===== src/rtl/oq_pkg.sv =====
// Package: shared selector codes and sequencer states for the outbound
// queue port controller. Assumes a 3-bit local register selector.
package oq_pkg;

    typedef enum logic [2:0] {
        SEL_BASE      = 3'd0,
        SEL_POST_HEAD = 3'd1,
        SEL_FREE_TAIL = 3'd2,
        SEL_MASK      = 3'd3,
        SEL_NMI_CLR   = 3'd4
    } lcl_sel_e;

    typedef enum logic [1:0] {
        ST_IDLE = 2'd0,
        ST_RD   = 2'd1,
        ST_WR   = 2'd2
    } seq_state_e;

    localparam int unsigned PTR_STEP = 4;

endpackage


===== src/rtl/oq_ring_ptr.sv =====
// Module: one ring pointer, a byte offset that either loads a word-aligned
// value or advances by one word. Assumes the ring size is a power of two,
// so the natural wrap of PTR_W bits gives modulo-size behaviour. Load wins
// if both strobes arrive together (never happens in this block).
module oq_ring_ptr
    import oq_pkg::*;
#(
    parameter int PTR_W = 6
) (
    input  logic             clk,
    input  logic             rst_n,
    input  logic             inc,
    input  logic             load,
    input  logic [PTR_W-1:0] load_val,
    output logic [PTR_W-1:0] q
);

    localparam logic [PTR_W-1:0] STEP = PTR_W'(PTR_STEP);

    // Register the pointer: reset, aligned load, or wrap-around advance.
    always_ff @(posedge clk) begin
        if (!rst_n) begin
            q <= '0;
        end else if (load) begin
            q <= {load_val[PTR_W-1:2], 2'b00};
        end else if (inc) begin
            q <= q + STEP;
        end
    end

endmodule


===== src/rtl/oq_seq.sv =====
// Module: host access sequencer. Accepts a one-cycle host strobe while
// idle, decodes the queue port offset and the direction, runs one shared
// memory transaction when needed, and returns a one-cycle done pulse.
// Assumes the host issues no new strobe until done, and that memory
// holds mem_ack low until it completes and pulses it for one cycle.
module oq_seq
    import oq_pkg::*;
#(
    parameter int                  ADDR_W     = 32,
    parameter int                  DATA_W     = 32,
    parameter int                  HOST_AW    = 8,
    parameter int                  PTR_W      = 6,
    parameter int                  FIFO_BYTES = 64,
    parameter logic [HOST_AW-1:0]  PORT_OFS   = 8'h44
) (
    input  logic              clk,
    input  logic              rst_n,
    input  logic              host_req,
    input  logic              host_we,
    input  logic [HOST_AW-1:0] host_addr,
    input  logic [DATA_W-1:0] host_wdata,
    input  logic              post_empty,
    input  logic              free_full,
    input  logic [ADDR_W-1:0] q_base,
    input  logic [PTR_W-1:0]  post_tail,
    input  logic [PTR_W-1:0]  free_head,
    input  logic              mem_ack,
    input  logic [DATA_W-1:0] mem_rdata,
    output logic              mem_req,
    output logic              mem_we,
    output logic [ADDR_W-1:0] mem_addr,
    output logic [DATA_W-1:0] mem_wdata,
    output logic [DATA_W-1:0] host_rdata,
    output logic              host_done,
    output logic              pop_post,
    output logic              push_free,
    output logic              drop_push
);

    localparam logic [ADDR_W-1:0] POST_OFS = ADDR_W'(2 * FIFO_BYTES);
    localparam logic [ADDR_W-1:0] FREE_OFS = ADDR_W'(3 * FIFO_BYTES);

    seq_state_e state;
    logic       start;

    // Decode an accepted access to the queue port.
    assign start     = (state == ST_IDLE) && host_req && (host_addr == PORT_OFS);
    assign pop_post  = (state == ST_RD) && mem_ack;
    assign push_free = (state == ST_WR) && mem_ack;
    assign drop_push = start && host_we && free_full;

    // Sequence one host access through optional memory traffic to done.
    always_ff @(posedge clk) begin
        if (!rst_n) begin
            state      <= ST_IDLE;
            mem_req    <= 1'b0;
            mem_we     <= 1'b0;
            mem_addr   <= '0;
            mem_wdata  <= '0;
            host_rdata <= '0;
            host_done  <= 1'b0;
        end else begin
            host_done <= 1'b0;
            case (state)
                ST_IDLE: begin
                    if (start) begin
                        if (host_we) begin
                            if (free_full) begin
                                host_done <= 1'b1;
                            end else begin
                                state     <= ST_WR;
                                mem_req   <= 1'b1;
                                mem_we    <= 1'b1;
                                mem_addr  <= q_base + FREE_OFS + ADDR_W'(free_head);
                                mem_wdata <= host_wdata;
                            end
                        end else if (post_empty) begin
                            host_done  <= 1'b1;
                            host_rdata <= '1;
                        end else begin
                            state    <= ST_RD;
                            mem_req  <= 1'b1;
                            mem_we   <= 1'b0;
                            mem_addr <= q_base + POST_OFS + ADDR_W'(post_tail);
                        end
                    end
                end
                ST_RD: begin
                    if (mem_ack) begin
                        host_rdata <= mem_rdata;
                        host_done  <= 1'b1;
                        mem_req    <= 1'b0;
                        state      <= ST_IDLE;
                    end
                end
                ST_WR: begin
                    if (mem_ack) begin
                        host_done <= 1'b1;
                        mem_req   <= 1'b0;
                        mem_we    <= 1'b0;
                        state     <= ST_IDLE;
                    end
                end
                default: state <= ST_IDLE;
            endcase
        end
    end

    assert_empty_read_R2: assert property (@(posedge clk) disable iff (!rst_n)
        (start && !host_we && post_empty) |=> (host_done && (host_rdata == '1) && !mem_req));

    assert_full_drop_R8: assert property (@(posedge clk) disable iff (!rst_n)
        (start && host_we && free_full) |=> (host_done && !mem_req));

    assert_mem_hold_R4: assert property (@(posedge clk) disable iff (!rst_n)
        (mem_req && !mem_ack) |=> (mem_req && $stable(mem_addr) && $stable(mem_we)));

    assert_done_pulse_R3: assert property (@(posedge clk) disable iff (!rst_n)
        host_done |=> !host_done);

endmodule


===== src/rtl/oq_flags.sv =====
// Module: free-ring full flag, latched overflow NMI, and masked host
// interrupt. Assumes full_hit is already evaluated against the tail value
// that will hold after this cycle. Setting wins over clearing.
module oq_flags (
    input  logic clk,
    input  logic rst_n,
    input  logic push_free,
    input  logic full_hit,
    input  logic tail_load,
    input  logic drop_push,
    input  logic nmi_clr,
    input  logic mask_we,
    input  logic mask_val,
    input  logic post_pending,
    output logic free_full,
    output logic lcl_nmi,
    output logic host_irq
);

    logic irq_mask;
    logic fill_now;

    assign fill_now = push_free && full_hit;

    // Track whether the free ring is full.
    always_ff @(posedge clk) begin
        if (!rst_n)         free_full <= 1'b0;
        else if (fill_now)  free_full <= 1'b1;
        else if (tail_load) free_full <= 1'b0;
    end

    // Latch the overflow NMI until the local processor clears it.
    always_ff @(posedge clk) begin
        if (!rst_n)                     lcl_nmi <= 1'b0;
        else if (fill_now || drop_push) lcl_nmi <= 1'b1;
        else if (nmi_clr)               lcl_nmi <= 1'b0;
    end

    // Hold the host interrupt mask bit.
    always_ff @(posedge clk) begin
        if (!rst_n)       irq_mask <= 1'b0;
        else if (mask_we) irq_mask <= mask_val;
    end

    assign host_irq = post_pending && !irq_mask;

    assert_nmi_hold_R7: assert property (@(posedge clk) disable iff (!rst_n)
        (lcl_nmi && !nmi_clr) |=> lcl_nmi);

    assert_full_sticky_R9: assert property (@(posedge clk) disable iff (!rst_n)
        (free_full && !tail_load) |=> free_full);

endmodule


===== src/rtl/oq_port_ctrl.sv =====
// Module: top of the outbound queue port controller. Holds the queue base
// and the four ring pointers, decodes local register writes, and joins
// the host sequencer to the flag logic. Assumes FIFO_BYTES is a power of
// two and lcl_wdata is at least ADDR_W bits wide.
module oq_port_ctrl
    import oq_pkg::*;
#(
    parameter int                 ADDR_W     = 32,
    parameter int                 DATA_W     = 32,
    parameter int                 HOST_AW    = 8,
    parameter int                 FIFO_BYTES = 64,
    parameter logic [HOST_AW-1:0] PORT_OFS   = 8'h44,
    localparam int                PTR_W      = $clog2(FIFO_BYTES)
) (
    input  logic               clk,
    input  logic               rst_n,
    input  logic               host_req,
    input  logic               host_we,
    input  logic [HOST_AW-1:0] host_addr,
    input  logic [DATA_W-1:0]  host_wdata,
    output logic [DATA_W-1:0]  host_rdata,
    output logic               host_done,
    output logic               host_irq,
    output logic               post_pending,
    output logic               mem_req,
    output logic               mem_we,
    output logic [ADDR_W-1:0]  mem_addr,
    output logic [DATA_W-1:0]  mem_wdata,
    input  logic               mem_ack,
    input  logic [DATA_W-1:0]  mem_rdata,
    input  logic               lcl_we,
    input  logic [2:0]         lcl_sel,
    input  logic [DATA_W-1:0]  lcl_wdata,
    output logic               lcl_nmi,
    output logic               free_full,
    output logic [PTR_W-1:0]   post_head,
    output logic [PTR_W-1:0]   post_tail,
    output logic [PTR_W-1:0]   free_head,
    output logic [PTR_W-1:0]   free_tail
);

    localparam logic [PTR_W-1:0] STEP = PTR_W'(PTR_STEP);

    logic [ADDR_W-1:0] q_base;
    logic [PTR_W-1:0]  lcl_ptr_val;
    logic [PTR_W-1:0]  free_tail_next;
    logic              wr_base, wr_post_head, wr_free_tail, wr_mask, wr_nmi_clr;
    logic              pop_post, push_free, drop_push, full_hit;

    // Decode local register writes by selector.
    assign wr_base      = lcl_we && (lcl_sel == SEL_BASE);
    assign wr_post_head = lcl_we && (lcl_sel == SEL_POST_HEAD);
    assign wr_free_tail = lcl_we && (lcl_sel == SEL_FREE_TAIL);
    assign wr_mask      = lcl_we && (lcl_sel == SEL_MASK);
    assign wr_nmi_clr   = lcl_we && (lcl_sel == SEL_NMI_CLR) && lcl_wdata[0];
    assign lcl_ptr_val  = {lcl_wdata[PTR_W-1:2], 2'b00};

    // Hold the word-aligned queue base.
    always_ff @(posedge clk) begin
        if (!rst_n)       q_base <= '0;
        else if (wr_base) q_base <= {lcl_wdata[ADDR_W-1:2], 2'b00};
    end

    // Compare the advanced free head with the tail as it stands after this cycle.
    assign free_tail_next = wr_free_tail ? lcl_ptr_val : free_tail;
    assign full_hit       = ((free_head + STEP) == free_tail_next);
    assign post_pending   = (post_head != post_tail);

    oq_ring_ptr #(.PTR_W(PTR_W)) u_post_head (
        .clk(clk), .rst_n(rst_n), .inc(1'b0), .load(wr_post_head),
        .load_val(lcl_ptr_val), .q(post_head));

    oq_ring_ptr #(.PTR_W(PTR_W)) u_post_tail (
        .clk(clk), .rst_n(rst_n), .inc(pop_post), .load(1'b0),
        .load_val('0), .q(post_tail));

    oq_ring_ptr #(.PTR_W(PTR_W)) u_free_head (
        .clk(clk), .rst_n(rst_n), .inc(push_free), .load(1'b0),
        .load_val('0), .q(free_head));

    oq_ring_ptr #(.PTR_W(PTR_W)) u_free_tail (
        .clk(clk), .rst_n(rst_n), .inc(1'b0), .load(wr_free_tail),
        .load_val(lcl_ptr_val), .q(free_tail));

    oq_seq #(
        .ADDR_W(ADDR_W), .DATA_W(DATA_W), .HOST_AW(HOST_AW),
        .PTR_W(PTR_W), .FIFO_BYTES(FIFO_BYTES), .PORT_OFS(PORT_OFS)
    ) u_seq (
        .clk(clk), .rst_n(rst_n),
        .host_req(host_req), .host_we(host_we), .host_addr(host_addr),
        .host_wdata(host_wdata),
        .post_empty(!post_pending), .free_full(free_full),
        .q_base(q_base), .post_tail(post_tail), .free_head(free_head),
        .mem_ack(mem_ack), .mem_rdata(mem_rdata),
        .mem_req(mem_req), .mem_we(mem_we), .mem_addr(mem_addr),
        .mem_wdata(mem_wdata),
        .host_rdata(host_rdata), .host_done(host_done),
        .pop_post(pop_post), .push_free(push_free), .drop_push(drop_push));

    oq_flags u_flags (
        .clk(clk), .rst_n(rst_n),
        .push_free(push_free), .full_hit(full_hit), .tail_load(wr_free_tail),
        .drop_push(drop_push), .nmi_clr(wr_nmi_clr),
        .mask_we(wr_mask), .mask_val(lcl_wdata[0]),
        .post_pending(post_pending),
        .free_full(free_full), .lcl_nmi(lcl_nmi), .host_irq(host_irq));

    assert_tail_moves_with_done_R3: assert property (@(posedge clk) disable iff (!rst_n)
        (post_tail != $past(post_tail)) |-> host_done);

    assert_head_moves_with_done_R4: assert property (@(posedge clk) disable iff (!rst_n)
        (free_head != $past(free_head)) |-> host_done);

    assert_idle_irq_R6: assert property (@(posedge clk) disable iff (!rst_n)
        (post_head == post_tail) |-> !host_irq);

endmodule


===== config.mk =====
export PLATFORM = sky130hd
export DESIGN_NAME = oq_port_ctrl
export DESIGN_NICKNAME = d
export VERILOG_FILES = /design/src/rtl/oq_pkg.sv /design/src/rtl/oq_ring_ptr.sv /design/src/rtl/oq_seq.sv /design/src/rtl/oq_flags.sv /design/src/rtl/oq_port_ctrl.sv
export SDC_FILE = /design/constraint.sdc
export NUM_CORES = 1
export LEC_CHECK = 0
export BUFFER_PORTS_ARGS = -buffer_cell sky130_fd_sc_hd__buf_2
export CORE_UTILIZATION = 40
export DETAILED_ROUTE_END_ITERATION = 10
export PLACE_DENSITY = 0.65
export REMOVE_ABC_BUFFERS = 1
export SYNTH_ARGS = -nofsm -noshare
export SYNTH_HDL_FRONTEND = slang
export SYNTH_HIERARCHICAL = 1
export SYNTH_SLANG_ARGS = --single-unit

===== constraint.sdc =====
create_clock -name clk -period 2.5 [get_ports clk]
set_input_delay 0.5 -clock clk [delete_from_list [all_inputs] [get_ports clk]]
set_output_delay 0.5 -clock clk [all_outputs]
set_load 0.02 [all_outputs]

==> impl_metrics.yaml, run 1 <==
grt:
  first_global_vias: 6182
  grt_first_pass_wirelength_um: 32020
  grt_max_degree: 73
  grt_antenna_before_repair: 4
  grt_usage: 0.2061
  grt_overflow_total: 0
detailed_routing:
  ant_nets: 0
  drt_iter0_markers: 350
  met3WireLength_um: 1308
  top_layer: "met5"
  drt_first_pass_iters: 4
  met2_length_um: 9665
  totalWireLength_um: 20800
  drcViolationCount: 0
  post_drt_wl_per_cell_um: 14.87
  wl_met1_um: 9520
  drt-vias-per-instance: 4.986
  dr_total_vias: 6975
placed_design:
  numPortBuffers: 230
  post-dp-hpwl_um: 14580
  place_area_um2: 9096
  gp_congestion: 0.7904
clocking:
  cts_root_buf: "clkbuf_16"
  worstSkewPairLatency_ns: 0.42
  cts_sinks: 150
  clk_transition_reported_paths_ns: 0.07
  cts_tree: "yes"
  numCtsBuffers: 17
  htree_levels: 4
  cts_buffer_depth: 2
run:
  cap_violations: 0
pwr:
  p_leak_nw: 4.266
  switching_share: 0.2657
  pwr-share-clk: 0.450
  pwr-share-comb: 0.095
  total_power_mw: 5.403
  p_seq_frac: 0.455
  powerDensity_nw_per_um2: 551.9
  ir_drop_uv: 440.8
  power.switching_mw: 1.436
  internal_power_mw: 3.967
setup_path:
  crit_type: "flip-flop to flip-flop"
  path_cells: "ha_1, o211ai_1, o2111ai_2, nand4_1, buf_4, nor4_1, xnor2_1, a21oi_1"
  endpoint_kind: "flip-flop"
  path_buf_inv: 1
  required_ns: 2.81
  cp_slowest_cell: "ha_1"
  cp_slowest_stage_delay_ns: 0.35
  r2r_start: "q_base[3]$_SDFFE_PN0P_"
  critPathTopFamily: "simple AND/OR/NAND/NOR gates"
  startpoint: "q_base[3]$_SDFFE_PN0P_"
  arrival_ns: 2.64
  cp_max_fo: 5
  critPathLaunchType: "flip-flop"
sta:
  slew_headroom: 0.5589
  maxSlewViolCount: 0
  setup_viol: 0
  fin_crit_sh: 0.9313
  whs_ns: 0.3099
  worst_pin_slew_ns: 0.6617
  tns_ns: 0
  finalClockSkew_ns: 0.009938
  layout_min_cycle_time_ns: 2.328
  fmax_mhz: 429.5
  hold_viol_final: 0
  rsz0062_at_grt: "no"
synthesis:
  synth_common_cells: "nand2_1 (158), dfxtp_1 (150), a21oi_1 (72)"
  netlist.area_leader.share: 0.3981
  yosysWarnings: 6
  synth_largest_area_cell: "dfxtp_1"
  synth_edf_count: 0
  avgSynthCellArea_um2: 8.410
  synth-seq-cells: 150
  ys_types: 65
  synthCells: 897
  post-synth-top-count-cell: "nand2_1"
  synth.area.top_cells: "dfxtp_1 (40%), nand2_1 (7.9%), a311oi_2 (5.6%)"
  async_reset_ff_frac: 0
  ys_seq_area_frac: 0.3981
  syn_area_um2: 7543
  ys.flop_type: "dfxtp_1"
floorplanning:
  start_util: 0.4143
  die_w_um: 139.3
  dieArea_um2: 19410
  die_h_um: 139.3
  core-area_um2: 18210
  pin_count: 240
  floorplan.rows: 49
cells_and_area:
  area_growth_pct: 29.77
  fillers: 1751
  seqCellArea_um2: 3005
  drive_above_1_share: 0.2977
  multi_input_area_um2: 4233
  nets: 1292
  fin_area_um2: 9789
min_path:
  hold_class: "input port to flip-flop"
  min_from: "host_wdata[11]"
outcome:
  run_status: "finished clean"
[cells in the final DEF (no fill, tap or decap), types with 3 or more instances in the layout]
cell	netlist	final
buf_2	15	230
nand2_1	158	158
dfxtp_1	150	148
a21oi_1	72	71
nor2_1	61	60
inv_1	47	47
o21ai_0	43	43
conb_1	5	40
xnor2_1	29	29
a311oi_2	28	28
a21boi_0	26	26
buf_4	11	26
xor2_1	22	22
ha_1	21	20
clkbuf_16	0	19
nor3_1	19	18
mux2i_1	13	13
nand4_1	12	12
nand3_1	12	11
a211oi_1	12	11
and2_1	10	10
and3_1	9	9
nor4_1	7	7
nand2b_1	6	6
buf_12	0	6
a21o_1	6	6
a311oi_1	6	6
a21boi_1	5	5
inv_6	0	5
o211ai_1	5	5
clkinv_2	0	4
or3_1	4	4
a31oi_1	3	3
nor2b_1	4	3
[cell families (layout without fill, tap and decap cells)]
logic type,count (synthesis),in the layout,synth area share
buf+inv,108,345,0.06568
other cells,5,41,0.002488
fa+ha+maj,23,23,0.04014
mux,14,14,0.02023
xor+xnor,51,51,0.05921
compound gates,225,225,0.2181
simple gates,321,321,0.1961
flops,150,150,0.3981
[registers in the layout (all words and copies together), names as in the netlist, 2 cells and up]
register,count
q_base,30
u_seq/host_rdata,32
u_free_head/q,4
u_seq/mem_addr,32
u_post_tail/q,4
u_seq/mem_wdata,32
u_free_tail/q,4
u_post_head/q,4
u_seq/state,2
[power by group through the flow]
stage / Clock [mW] / Combinational (mW) / Sequential [mW]
6_report: 2.43 / 0.514 / 2.46
5_1_grt: 2.57 / 0.571 / 2.46
4_1_cts: 2.48 / 0.500 / 2.46
3_5_place_dp: 0 / 0.497 / 2.51
3_3_place_gp: 0 / 0.496 / 2.51
2_1_floorplan: 0 / 0.256 / 2.53
[final cells by class]
cell class / count / area share
multi-input cells: 674 / 0.4324
flip-flops and latches: 150 / 0.3070
repair buffers: 265 / 0.1561
clock buffers: 18 / 0.04486
well taps: 229 / 0.02927
inverters: 48 / 0.01853
clock inverters: 14 / 0.01163
diodes: 1 / 0.0002556
[repair_timing]
| action | 4_1_cts | 5_1_grt |
|---|---|---|
| resized for setup | 0 | 11 |
| setup buffers | 0 | 2 |
| endpoints found under the setup margin | 0 | 77 |
| hold buffers | 0 | 0 |
[layer usage]
metal,track usage,vias up
li1,-,3579
met1,0.2628,3165
met2,0.3383,204
met3,0.05575,21
met4,0.06257,6
met5,0,-
[through the flow]
| stage | setup WS [ns] | std cells | utilization |
|---|---|---|---|
| floorplan | -0.8175 | 872 | - |
| global placement | -0.008852 | 1361 | 0.4996 |
| detailed placement | -0.02612 | 1361 | 0.4996 |
| CTS | 0.06779 | 1393 | 0.5299 |
| global route | 0.0007301 | 1399 | 0.5376 |
| finish | 0.1717 | 1399 | 0.5376 |
[worst min-delay path: stages]
cell and delay (ns):
buf_2 0.09, nand2_1 0.04, a21oi_1 0.05
[final timing paths]
kind / endpoint / slack [ns] / cells past startpoint
worst min register to register: u_seq/mem_wdata[15]$_SDFFE_PN0P_ / 0.45 / 2
worst max-delay path: u_seq/mem_addr[25]$_SDFFE_PN0P_ / 0.17 / 8
worst min-delay path: u_seq/mem_wdata[11]$_SDFFE_PN0P_ / 0.31 / 3
worst max register to register: u_seq/mem_addr[25]$_SDFFE_PN0P_ / 0.17 / 8
Power figures use the tool's default switching activity.
==> run 2, diff against run 1 <==
--- a/config.mk
+++ b/config.mk
@@ -9,7 +9,6 @@
 export CORE_UTILIZATION = 40
 export DETAILED_ROUTE_END_ITERATION = 10
 export PLACE_DENSITY = 0.65
-export REMOVE_ABC_BUFFERS = 1
 export SYNTH_ARGS = -nofsm -noshare
 export SYNTH_HDL_FRONTEND = slang
 export SYNTH_HIERARCHICAL = 1
==> run 2 against run 1 <==
Register-to-register slack got worse by 0.04 ns. Total power rose by 0.72%. Hold slack got worse by 0.0021 ns. Critical path depth rose by 3. Core utilization rose by 0.16 points. Die area did not move. Combinational power barely moved. Count of clock-buffer cells in the layout rose by 1. Clock skew fell by 0.0014 ns. Sequential cell count did not move. Critical endpoint is now u_seq/mem_wdata[31]$_SDFFE_PN0P_. Largest power group is now clock. Highest routed layer unchanged.
==> impl_metrics.yaml, run 2 (synthesis results as in run 1) <==
sta:
  fmax_mhz: 421.8
  tns_ns: 0
  worst_pin_slew_ns: 0.6891
  setup_viol: 0
  maxSlewViolCount: 0
  fin_crit_sh: 0.9483
  slew_headroom: 0.5364
  layout_min_cycle_time_ns: 2.371
  fin_ws_ns: 0.1291
  hold_viol_final: 0
  finalClockSkew_ns: 0.008566
detailed_routing:
  wl_met1_um: 9768
  post_drt_wl_per_cell_um: 14.80
  met3WireLength_um: 1271
  totalWireLength_um: 20750
  top_layer: "met5"
  dr_total_vias: 7052
  drt_first_pass_iters: 5
  drcViolationCount: 0
  drt-vias-per-instance: 5.030
  ant_nets: 0
  drt_iter0_markers: 429
  met2_length_um: 9438
setup_path:
  critPathTopFamily: "simple AND/OR/NAND/NOR gates"
  cp_slowest_stage_delay_ns: 0.35
  arrival_ns: 2.65
  required_ns: 2.78
  cp_max_fo: 32
  crit_type: "flip-flop to flip-flop"
  cp_slowest_cell: "nor4bb_4"
  path_cells: "inv_1, ha_1, nor4bb_4, buf_4, and4bb_4, buf_4, nand2_1, or2_2, buf_12, nand2_1, a21oi_1"
  path_buf_inv: 4
  critPathLaunchType: "flip-flop"
  endpoint_kind: "flip-flop"
  ff2ff_setup_slack_ns: 0.13
floorplanning:
  start_util: 0.4143
  floorplan.rows: 49
  pin_count: 240
  die_w_um: 139.3
  die_h_um: 139.3
  core-area_um2: 18210
  dieArea_um2: 19410
cells_and_area:
  fin_util: 0.5392
  final_cell_mix: "buf_2 (230), nand2_1 (158), dfxtp_1 (147)"
  largest_registers: "u_seq/host_rdata (32), u_seq/mem_addr (32), u_seq/mem_wdata (32)"
  fin_area_um2: 9818
  area_growth_pct: 30.15
  nets: 1294
  layout_commonest_cell: "buf_2"
  drive_above_1_share: 0.2972
  final_cells: 1402
min_path:
  hold_class: "input port to flip-flop"
clocking:
  cts_root_buf: "clkbuf_16"
  htree_levels: 4
  holdBufCountCts: 0
  cts_tree: "yes"
  worstSkewPairLatency_ns: 0.42
  clk_transition_reported_paths_ns: 0.07
  cts_sinks: 150
  numCtsBuffers: 17
  cts_buffer_depth: 2
pwr:
  p_leak_nw: 4.267
  ir_drop_uv: 453.1
  powerDensity_nw_per_um2: 554.3
placed_design:
  post-dp-hpwl_um: 14940
  numPortBuffers: 230
  placed_cells: 1365
  post-place-ws_ns: -0.01494
  place_area_um2: 9139
  gp_congestion: 0.8864
run:
  cap_violations: 0
grt:
  first_global_vias: 6437
  grt_usage: 0.2139
  grt_overflow_total: 0
  grt_antenna_before_repair: 3
  grt_first_pass_wirelength_um: 33310
  grt_max_degree: 48
outcome:
  run_status: "finished clean"
[run 2: metal layers]
layer,global-route usage,vias up
met2,0.3375,231
met4,0.05731,2
met5,0,-
li1,-,3593
met3,0.05196,24
met1,0.2905,3202
[run 2: report_power, final]
| part | internal [mW] | switching (mW) |
|---|---|---|
| sequential | 2.42 | 0.0393 |
| combinational | 0.225 | 0.291 |
| clock | 1.35 | 1.12 |
| total | 4.00 | 1.45 |
[run 2: final timing paths]
kind	start	end	cells after the start
worst max-delay path	u_seq/state[0]$_SDFFE_PN0P_	u_seq/mem_wdata[31]$_SDFFE_PN0P_	11
worst min-delay path	host_wdata[13]	u_seq/mem_wdata[13]$_SDFFE_PN0P_	3
worst max register to register	u_seq/state[0]$_SDFFE_PN0P_	u_seq/mem_wdata[31]$_SDFFE_PN0P_	11
worst min register to register	u_seq/mem_wdata[14]$_SDFFE_PN0P_	u_seq/mem_wdata[14]$_SDFFE_PN0P_	2
[run 2: worst reg2reg max path, delay by kind of cell (launching register included)]
kind                     cells  cell delay, ns
AND/OR/NAND/NOR              5            1.06
buffers and inverters        4            0.57
flip-flops                   1            0.34
adder cells (fa/ha/maj)      1            0.20
AO/OA/AOI/OAI                1            0.06
[run 2: area by class of cell]
cell class              count  area, um^2
diodes                      2       5.005
clock buffers              19       452.9
clock inverters            13       111.4
fillers                  1755        8391
inverters                  48       181.4
multi-input cells         674        4215
flip-flops and latches    150        3007
well taps                 229       286.5
repair buffers            267        1559
[run 2: timing repair]
action	4_1_cts	5_1_grt
buffers inserted	0	1
gates cloned	0	2
gates resized for setup	1	9
hold endpoints to repair	0	0
pin swaps	0	2
setup endpoints to repair	37	75
[run 2: stage by stage]
step           hold WS, ns  power [mW]
2_1_floorplan       0.4555       2.821
3_3_place_gp        0.4385       3.007
3_5_place_dp        0.4439       3.011
4_1_cts             0.2880       5.496
5_1_grt             0.2981       5.683
6_report            0.3079       5.442
